<file path="src/rtl/dma_arb_pkg.sv">
package dma_arb_pkg;

    typedef enum logic {
        ARB_IDLE = 1'b0,
        ARB_XFER = 1'b1
    } arb_state_e;

endpackage

</file>
<file path="src/rtl/arb_prio_pick.sv">
// Fixed-priority picker: the lowest set request bit wins.
module arb_prio_pick #(
    parameter int NUM_CH = 4
) (
    input  logic [NUM_CH-1:0] req_i,
    output logic [NUM_CH-1:0] pick_o
);

    logic [NUM_CH:0] taken;

    assign taken[0] = 1'b0;

    for (genvar i = 0; i < NUM_CH; i++) begin : g_chain
        assign pick_o[i]    = req_i[i] & ~taken[i];
        assign taken[i + 1] = taken[i] | req_i[i];
    end

endmodule

</file>
<file path="src/rtl/arb_idx_enc.sv">
// One-hot to binary index; all-zero input gives index 0.
module arb_idx_enc #(
    parameter int NUM_CH = 4,
    localparam int IDX_W = (NUM_CH > 1) ? $clog2(NUM_CH) : 1
) (
    input  logic [NUM_CH-1:0] onehot_i,
    output logic [IDX_W-1:0]  idx_o
);

    always_comb begin
        idx_o = '0;
        for (int i = 0; i < NUM_CH; i++) begin
            if (onehot_i[i]) begin
                idx_o = idx_o | IDX_W'(i);
            end
        end
    end

endmodule

</file>
<file path="src/rtl/dma_chan_arbiter.sv">
module dma_chan_arbiter
    import dma_arb_pkg::*;
#(
    parameter int NUM_CH = 4,
    localparam int IDX_W = (NUM_CH > 1) ? $clog2(NUM_CH) : 1
) (
    input  logic              clk_i,
    input  logic              rst_ni,
    input  logic [NUM_CH-1:0] req_i,
    input  logic              last_i,
    output logic [NUM_CH-1:0] grant_o,
    output logic [IDX_W-1:0]  grant_idx_o,
    output logic              busy_o
);

    typedef struct packed {
        arb_state_e        state;
        logic [NUM_CH-1:0] grant;
    } arb_regs_t;

    localparam arb_regs_t REGS_RESET = '{state: ARB_IDLE, grant: '0};

    arb_regs_t         regs_d, regs_q;
    logic [NUM_CH-1:0] pick;
    logic              arb_point;

    arb_prio_pick #(
        .NUM_CH (NUM_CH)
    ) i_pick (
        .req_i  (req_i),
        .pick_o (pick)
    );

    // Arbitration happens only when idle or on the final-data edge.
    assign arb_point = (regs_q.state == ARB_IDLE) || last_i;

    always_comb begin
        regs_d = regs_q;
        if (arb_point) begin
            if (|req_i) begin
                regs_d.state = ARB_XFER;
                regs_d.grant = pick;
            end else begin
                regs_d.state = ARB_IDLE;
                regs_d.grant = '0;
            end
        end
    end

    always_ff @(posedge clk_i or negedge rst_ni) begin
        if (!rst_ni) begin
            regs_q <= REGS_RESET;
        end else begin
            regs_q <= regs_d;
        end
    end

    assign grant_o = regs_q.grant;
    assign busy_o  = (regs_q.state == ARB_XFER);

    arb_idx_enc #(
        .NUM_CH (NUM_CH)
    ) i_enc (
        .onehot_i (regs_q.grant),
        .idx_o    (grant_idx_o)
    );

    // ------------------------------------------------------------------
    // Assertions
    // ------------------------------------------------------------------
    logic [NUM_CH-1:0] below_grant;
    assign below_grant = grant_o - {{(NUM_CH-1){1'b0}}, 1'b1};

    assert_grant_onehot_R4: assert property (@(posedge clk_i) disable iff (!rst_ni)
        $onehot0(grant_o) && (busy_o == (grant_o != '0)));

    assert_idle_grant_next_R3: assert property (@(posedge clk_i) disable iff (!rst_ni)
        (!busy_o && (req_i != '0)) |=> busy_o);

    assert_hold_grant_R5: assert property (@(posedge clk_i) disable iff (!rst_ni)
        (busy_o && !last_i) |=> ($stable(grant_o) && $stable(grant_idx_o)));

    assert_winner_priority_R4: assert property (@(posedge clk_i) disable iff (!rst_ni)
        ((!busy_o || last_i) && (req_i != '0)) |=>
            (((grant_o & $past(req_i)) != '0) && ((below_grant & $past(req_i)) == '0)));

    assert_release_idle_R7: assert property (@(posedge clk_i) disable iff (!rst_ni)
        (busy_o && last_i && (req_i == '0)) |=> !busy_o);

    assert_last_when_idle_R9: assert property (@(posedge clk_i) disable iff (!rst_ni)
        (!busy_o && (req_i == '0)) |=> (!busy_o && (grant_o == '0)));

    assert_index_match_R8: assert property (@(posedge clk_i) disable iff (!rst_ni)
        busy_o |-> grant_o[grant_idx_o]);

endmodule

</file>
<file path="config.mk">
export PLATFORM = sky130hd
export DESIGN_NAME = dma_chan_arbiter
export DESIGN_NICKNAME = d
export VERILOG_FILES = /design/src/rtl/dma_arb_pkg.sv /design/src/rtl/arb_prio_pick.sv /design/src/rtl/arb_idx_enc.sv /design/src/rtl/dma_chan_arbiter.sv
export SDC_FILE = /design/constraint.sdc
export NUM_CORES = 1
export LEC_CHECK = 0
export ABC_AREA = 1
export BUFFER_PORTS_ARGS = -buffer_cell sky130_fd_sc_hd__buf_2
export CAP_MARGIN = 20
export CORE_AREA = 2 2 39 41
export DETAILED_ROUTE_END_ITERATION = 10
export DIE_AREA = 0 0 41 43
export SYNTH_ARGS = -nofsm -noshare
export SYNTH_HDL_FRONTEND = slang
export SYNTH_SLANG_ARGS = --single-unit
</file>
<file path="constraint.sdc">
create_clock -name clk_i -period 1.37 [get_ports clk_i]
set_input_delay 0.137 -clock clk_i [delete_from_list [all_inputs] [get_ports clk_i]]
set_output_delay 0.137 -clock clk_i [all_outputs]
set_load 0.01 [all_outputs]
</file>
Word level (Yosys, flattened, before mapping)
Index checks and enable logic that the tools add are counted.
Storage, ports and cells
  register bits: 5
  input bits: 7
  output and inout port bits: 7
Operators by class
  muxes and demuxes: 4
  bitwise gates (word level): 9
  reductions and logical operators: 2
Operators by type and width (number)
  5-bit two-way mux: 1
  2-bit two-way mux: 2
  1-bit inverter: 4
  4-bit OR reduction: 1
  1-bit bitwise AND: 3
  1-bit OR: 2
  1-bit logical OR: 1
  1-bit two-way mux: 1

Depth between registers and ports, before layout
  depth in word-level cells: 5
  mapped depth: 5
  mapped depth without buffers: 5

Cells and area by module
Synthesis repeated with hierarchy kept, for this count alone.
Second synthesis, totals
  cells, all modules: 38
  area, all modules: 266.5 sq um
By module, submodules not included
  dma_chan_arbiter: instances 1, cells each 24, area an instance 210.2 sq um, sequential area each 125.1 sq um
  arb_prio_pick: instances 1, cells each 9, area an instance 37.5 sq um, sequential area each 0.0 sq um
  arb_idx_enc: instances 1, cells each 5, area an instance 18.8 sq um, sequential area each 0.0 sq um

Least setup slack after synthesis
No wires, ideal clock.
  path type: flip-flop to output port
  start: reg regs_q[3], in the netlist grant_o[3]
  end: out grant_idx_o[0]
  arrival: 675 ps
  required time: 1233 ps
  slack: 558 ps
  stages on the path, launching flop included: 2
  path through: dfrtp_1 > or2_1
Between the ends
  word-level cells in the longest chain between the ends: 1
Ends and longest elaborated chain
  start: declaration: line dma_chan_arbiter.sv:23  | arb_regs_t regs_d, regs_q;
  start signal: assignment: line dma_chan_arbiter.sv:54  | regs_q <= regs_d;
  2-bit two-way mux: line arb_idx_enc.sv:13  | if (onehot_i[i]) begin
  end: declaration: line dma_chan_arbiter.sv:12  | output logic [IDX_W-1:0] grant_idx_o,
No other way between the ends.

Final worst setup path
Same ends and word-level chain as after synthesis.

==> impl_metrics.xml <==
<?xml version="1.0" encoding="UTF-8"?>
<metrics>
  <group name="sta">
    <metric name="grt_setup_unrepaired" unit="">no</metric>
    <metric name="finClkSkew" unit="ps">0.4023</metric>
    <metric name="slew-limit-headroom" unit="">0.9083</metric>
    <metric name="final_critical_path_setup_slack" unit="ps">251.3</metric>
    <metric name="timing.final.crit_share" unit="">0.8166</metric>
    <metric name="final-max-slew-violation-count" unit="">0</metric>
    <metric name="timing.final.hold_violations" unit="">0</metric>
    <metric name="final_period_minus_worst_setup_slack" unit="ps">1119</metric>
    <metric name="finalSetupViolations" unit="">0</metric>
    <metric name="maxClockFrequency" unit="GHz">0.8939</metric>
    <metric name="max_slew.worst_pin.slew" unit="ps">137.5</metric>
    <metric name="final.setup.tns" unit="ps">0</metric>
  </group>
  <group name="worst_setup_path">
    <metric name="startpoint_types" unit="">flip-flop</metric>
    <metric name="r2r_setup_slack" unit="ps">590</metric>
    <metric name="rr_worst_depth" unit="">4</metric>
    <metric name="criticalPathCategory" unit="">reg -&gt; out</metric>
    <metric name="critical_path_arrival" unit="ps">980</metric>
    <metric name="path_max_fanout" unit="">4</metric>
    <metric name="worstPathRequired" unit="ps">1230</metric>
    <metric name="crit-reg2reg-capture" unit="">grant_o[0]</metric>
    <metric name="reg2reg_from" unit="">busy_o</metric>
    <metric name="critical_path_capture_point_type" unit="">primary output</metric>
  </group>
  <group name="global_route">
    <metric name="via_count_of_the_first_global_routing_pass" unit="">187</metric>
    <metric name="grt_antenna_before_repair" unit="">0</metric>
    <metric name="gr-total-overflow" unit="">0</metric>
    <metric name="grt_pass1_wl" unit="um">738</metric>
    <metric name="grt_max_degree" unit="">7</metric>
    <metric name="grt.total_usage" unit="">0.07049</metric>
  </group>
  <group name="cts">
    <metric name="cts.repair.resized" unit="">0</metric>
    <metric name="post-cts-setup-buffer-count" unit="">0</metric>
    <metric name="clk_pin_slew" unit="ps">40</metric>
    <metric name="tritoncts_clock_tree" unit="">done</metric>
    <metric name="cts_max_level" unit="">1</metric>
    <metric name="clockBufferDepth" unit="">2</metric>
    <metric name="cts.root.buffer_cell" unit="">sky130_fd_sc_hd__clkbuf_4</metric>
    <metric name="clock-sinks" unit="">5</metric>
    <metric name="numCtsBuffers" unit="">3</metric>
    <metric name="cts_hold_repair.buffers" unit="">1</metric>
    <metric name="worst_skew_pair.late_latency" unit="ps">240</metric>
  </group>
  <group name="die">
    <metric name="placement_rows" unit="">14</metric>
    <metric name="core_region_area" unit="mm^2">0.001384</metric>
    <metric name="die_extent_in_x" unit="um">41</metric>
    <metric name="design.die.area" unit="mm^2">0.001763</metric>
    <metric name="floorplan.initialDensity" unit="">0.1682</metric>
    <metric name="fp.dieH" unit="um">43</metric>
    <metric name="io-pin-count" unit="">14</metric>
  </group>
  <group name="synthesis">
    <metric name="synth.avg_cell_area" unit="um^2">8.619</metric>
    <metric name="async_flop_share" unit="">1.000</metric>
    <metric name="post_synthesis_net_count" unit="">34</metric>
    <metric name="synth_top_area_cell" unit="">sky130_fd_sc_hd__dfrtp_1</metric>
    <metric name="synth.top_cell.area_share" unit="">0.5376</metric>
    <metric name="synth_warnings" unit="">0</metric>
    <metric name="synth_edf_count" unit="">0</metric>
    <metric name="postSynth.topFlopCell" unit="">sky130_fd_sc_hd__dfrtp_1</metric>
    <metric name="synth.area.top_cells" unit="">sky130_fd_sc_hd__dfrtp_1, sky130_fd_sc_hd__nand2_1, sky130_fd_sc_hd__nand3_1, sky130_fd_sc_hd__or2_1, sky130_fd_sc_hd__nand2_4</metric>
    <metric name="synth_cell_types" unit="">11</metric>
    <metric name="ys_seq_area_frac" unit="">0.5376</metric>
    <metric name="synth.most_common_cell" unit="">sky130_fd_sc_hd__nand2_1</metric>
    <metric name="post_synth_most_frequent_cells" unit="">sky130_fd_sc_hd__nand2_1, sky130_fd_sc_hd__dfrtp_1, sky130_fd_sc_hd__nand3_1</metric>
    <metric name="syn-instance-count" unit="">27</metric>
    <metric name="postSynthRegisterBits" unit="">5</metric>
    <metric name="post_synth_instance_area" unit="um^2">232.7</metric>
  </group>
  <group name="finish">
    <metric name="area_delta_synth_final" unit="%">52.15</metric>
    <metric name="nNetsFinal" unit="">53</metric>
    <metric name="fillerInstances" unit="">149</metric>
    <metric name="final_util" unit="">0.2559</metric>
    <metric name="n_antenna_cell" unit="">0</metric>
    <metric name="fraction_of_layout_cells_with_a_size_suffix_above_1" unit="">0.4444</metric>
  </group>
  <group name="power_and_ir_drop">
    <metric name="p_leak" unit="nW">0.2037</metric>
    <metric name="peakVddDrop" unit="V">0.0003261</metric>
    <metric name="total_power_per_unit_cell_area" unit="mW/mm^2">1103</metric>
  </group>
  <group name="detailed_routing">
    <metric name="drt_first_iter_violations" unit="">2</metric>
    <metric name="firstDrtPassIters" unit="">4</metric>
    <metric name="detailroute.via_count" unit="">222</metric>
    <metric name="average_via_count_per_standard_cell" unit="">3.639</metric>
    <metric name="wirelength" unit="um">508</metric>
    <metric name="drcViolationCount" unit="">0</metric>
    <metric name="antenna_left" unit="">0</metric>
    <metric name="avgRoutedWirePerCell" unit="um">8.328</metric>
  </group>
  <group name="placement">
    <metric name="port-buffer-count" unit="">13</metric>
    <metric name="preCtsSetupSlack" unit="ps">496.1</metric>
    <metric name="gp_routability_congestion" unit="">0.6948</metric>
  </group>
  <group name="flow_run">
    <metric name="max-cap-violations" unit="">0</metric>
  </group>
  <group name="worst_hold_path">
    <metric name="holdPathStages" unit="">3</metric>
    <metric name="hold_start" unit="">req_i[3]</metric>
    <metric name="hold_path_end" unit="">busy_o</metric>
    <metric name="timing.hold.worst.class" unit="">in -&gt; reg</metric>
  </group>
  <group name="status">
    <metric name="outcome" unit="">completed</metric>
  </group>
</metrics>
==> where the power goes <==
part	total (mW)	internal [mW]	switching, mW
clock	0.167	0.110	0.0572
combinational	0.0613	0.0279	0.0334
sequential	0.162	0.157	0.00539
total	0.391	0.295	0.0960
==> registers in the layout, indices dropped and copies added, names as in the netlist <==
signal and count:
busy_o 1, grant_o 4
==> worst max path at each step <==
stage	from	endpoint	slack [ps]	cells after the start
CTS	grant_o[3]	grant_idx_o[0]	230	2
detailed placement	grant_o[3]	grant_idx_o[0]	500	2
floorplan	grant_o[3]	grant_idx_o[0]	560	1
global placement	grant_o[3]	grant_idx_o[0]	510	2
finish	grant_o[3]	grant_idx_o[0]	250	2
global route	grant_o[3]	grant_idx_o[1]	200	2
==> through the flow <==
stage / total power [mW] / std cells / instance area (um^2) / hold WS, ps
final: 0.3906 / 61 / 354.1 / 124.7
after CTS: 0.4008 / 61 / 354.1 / 116.5
after floorplan: 0.1937 / 27 / 232.7 / -158.6
after detailed placement: 0.2247 / 56 / 317.8 / -42.21
after global routing: 0.4225 / 61 / 354.1 / 134.7
after global placement: 0.2234 / 56 / 317.8 / -43.01
==> logic make-up (layout without fill, tap and decap cells) <==
logic type             Yosys count  in the layout  share of synthesized area
buffers and inverters            3             21                    0.05913
flip-flops                       5              5                     0.5376
AND/OR/NAND/NOR                 19             19                     0.4032
==> cell usage in the layout, fill, tap and decap left out, types with 2 or more instances in the layout <==
master	count
sky130_fd_sc_hd__nor2_1	2
sky130_fd_sc_hd__buf_2	13
sky130_fd_sc_hd__dfrtp_1	5
sky130_fd_sc_hd__nand2_1	9
sky130_fd_sc_hd__clkbuf_4	3
sky130_fd_sc_hd__nand3_1	3
sky130_fd_sc_hd__or2_1	2
==> worst max-delay path: stages (launching register included) <==
cell	delay, ps
sky130_fd_sc_hd__dfrtp_1	380
sky130_fd_sc_hd__or2_1	220
sky130_fd_sc_hd__buf_2	140
==> layer usage <==
metal  global-route usage  vias to the layer above  wire length [um]
li1                     -                      118                 -
met1              0.08766                       91               216
met2              0.07813                       13               229
met3              0.04712                        0                62
met4              0.06000                        0                 0
met5                    0                        -                 0
==> cell type report <==
cell class              instances  area (um^2)  share of cell area
flip-flops and latches          5        125.1              0.3534
multi-input cells              19        93.84              0.2650
repair buffers                 14        75.07              0.2120
clock buffers                   4        26.28             0.07420
well taps                      16        20.02             0.05654
inverters                       3        13.76             0.03887
No activity file was read; power rests on OpenSTA's default activity.
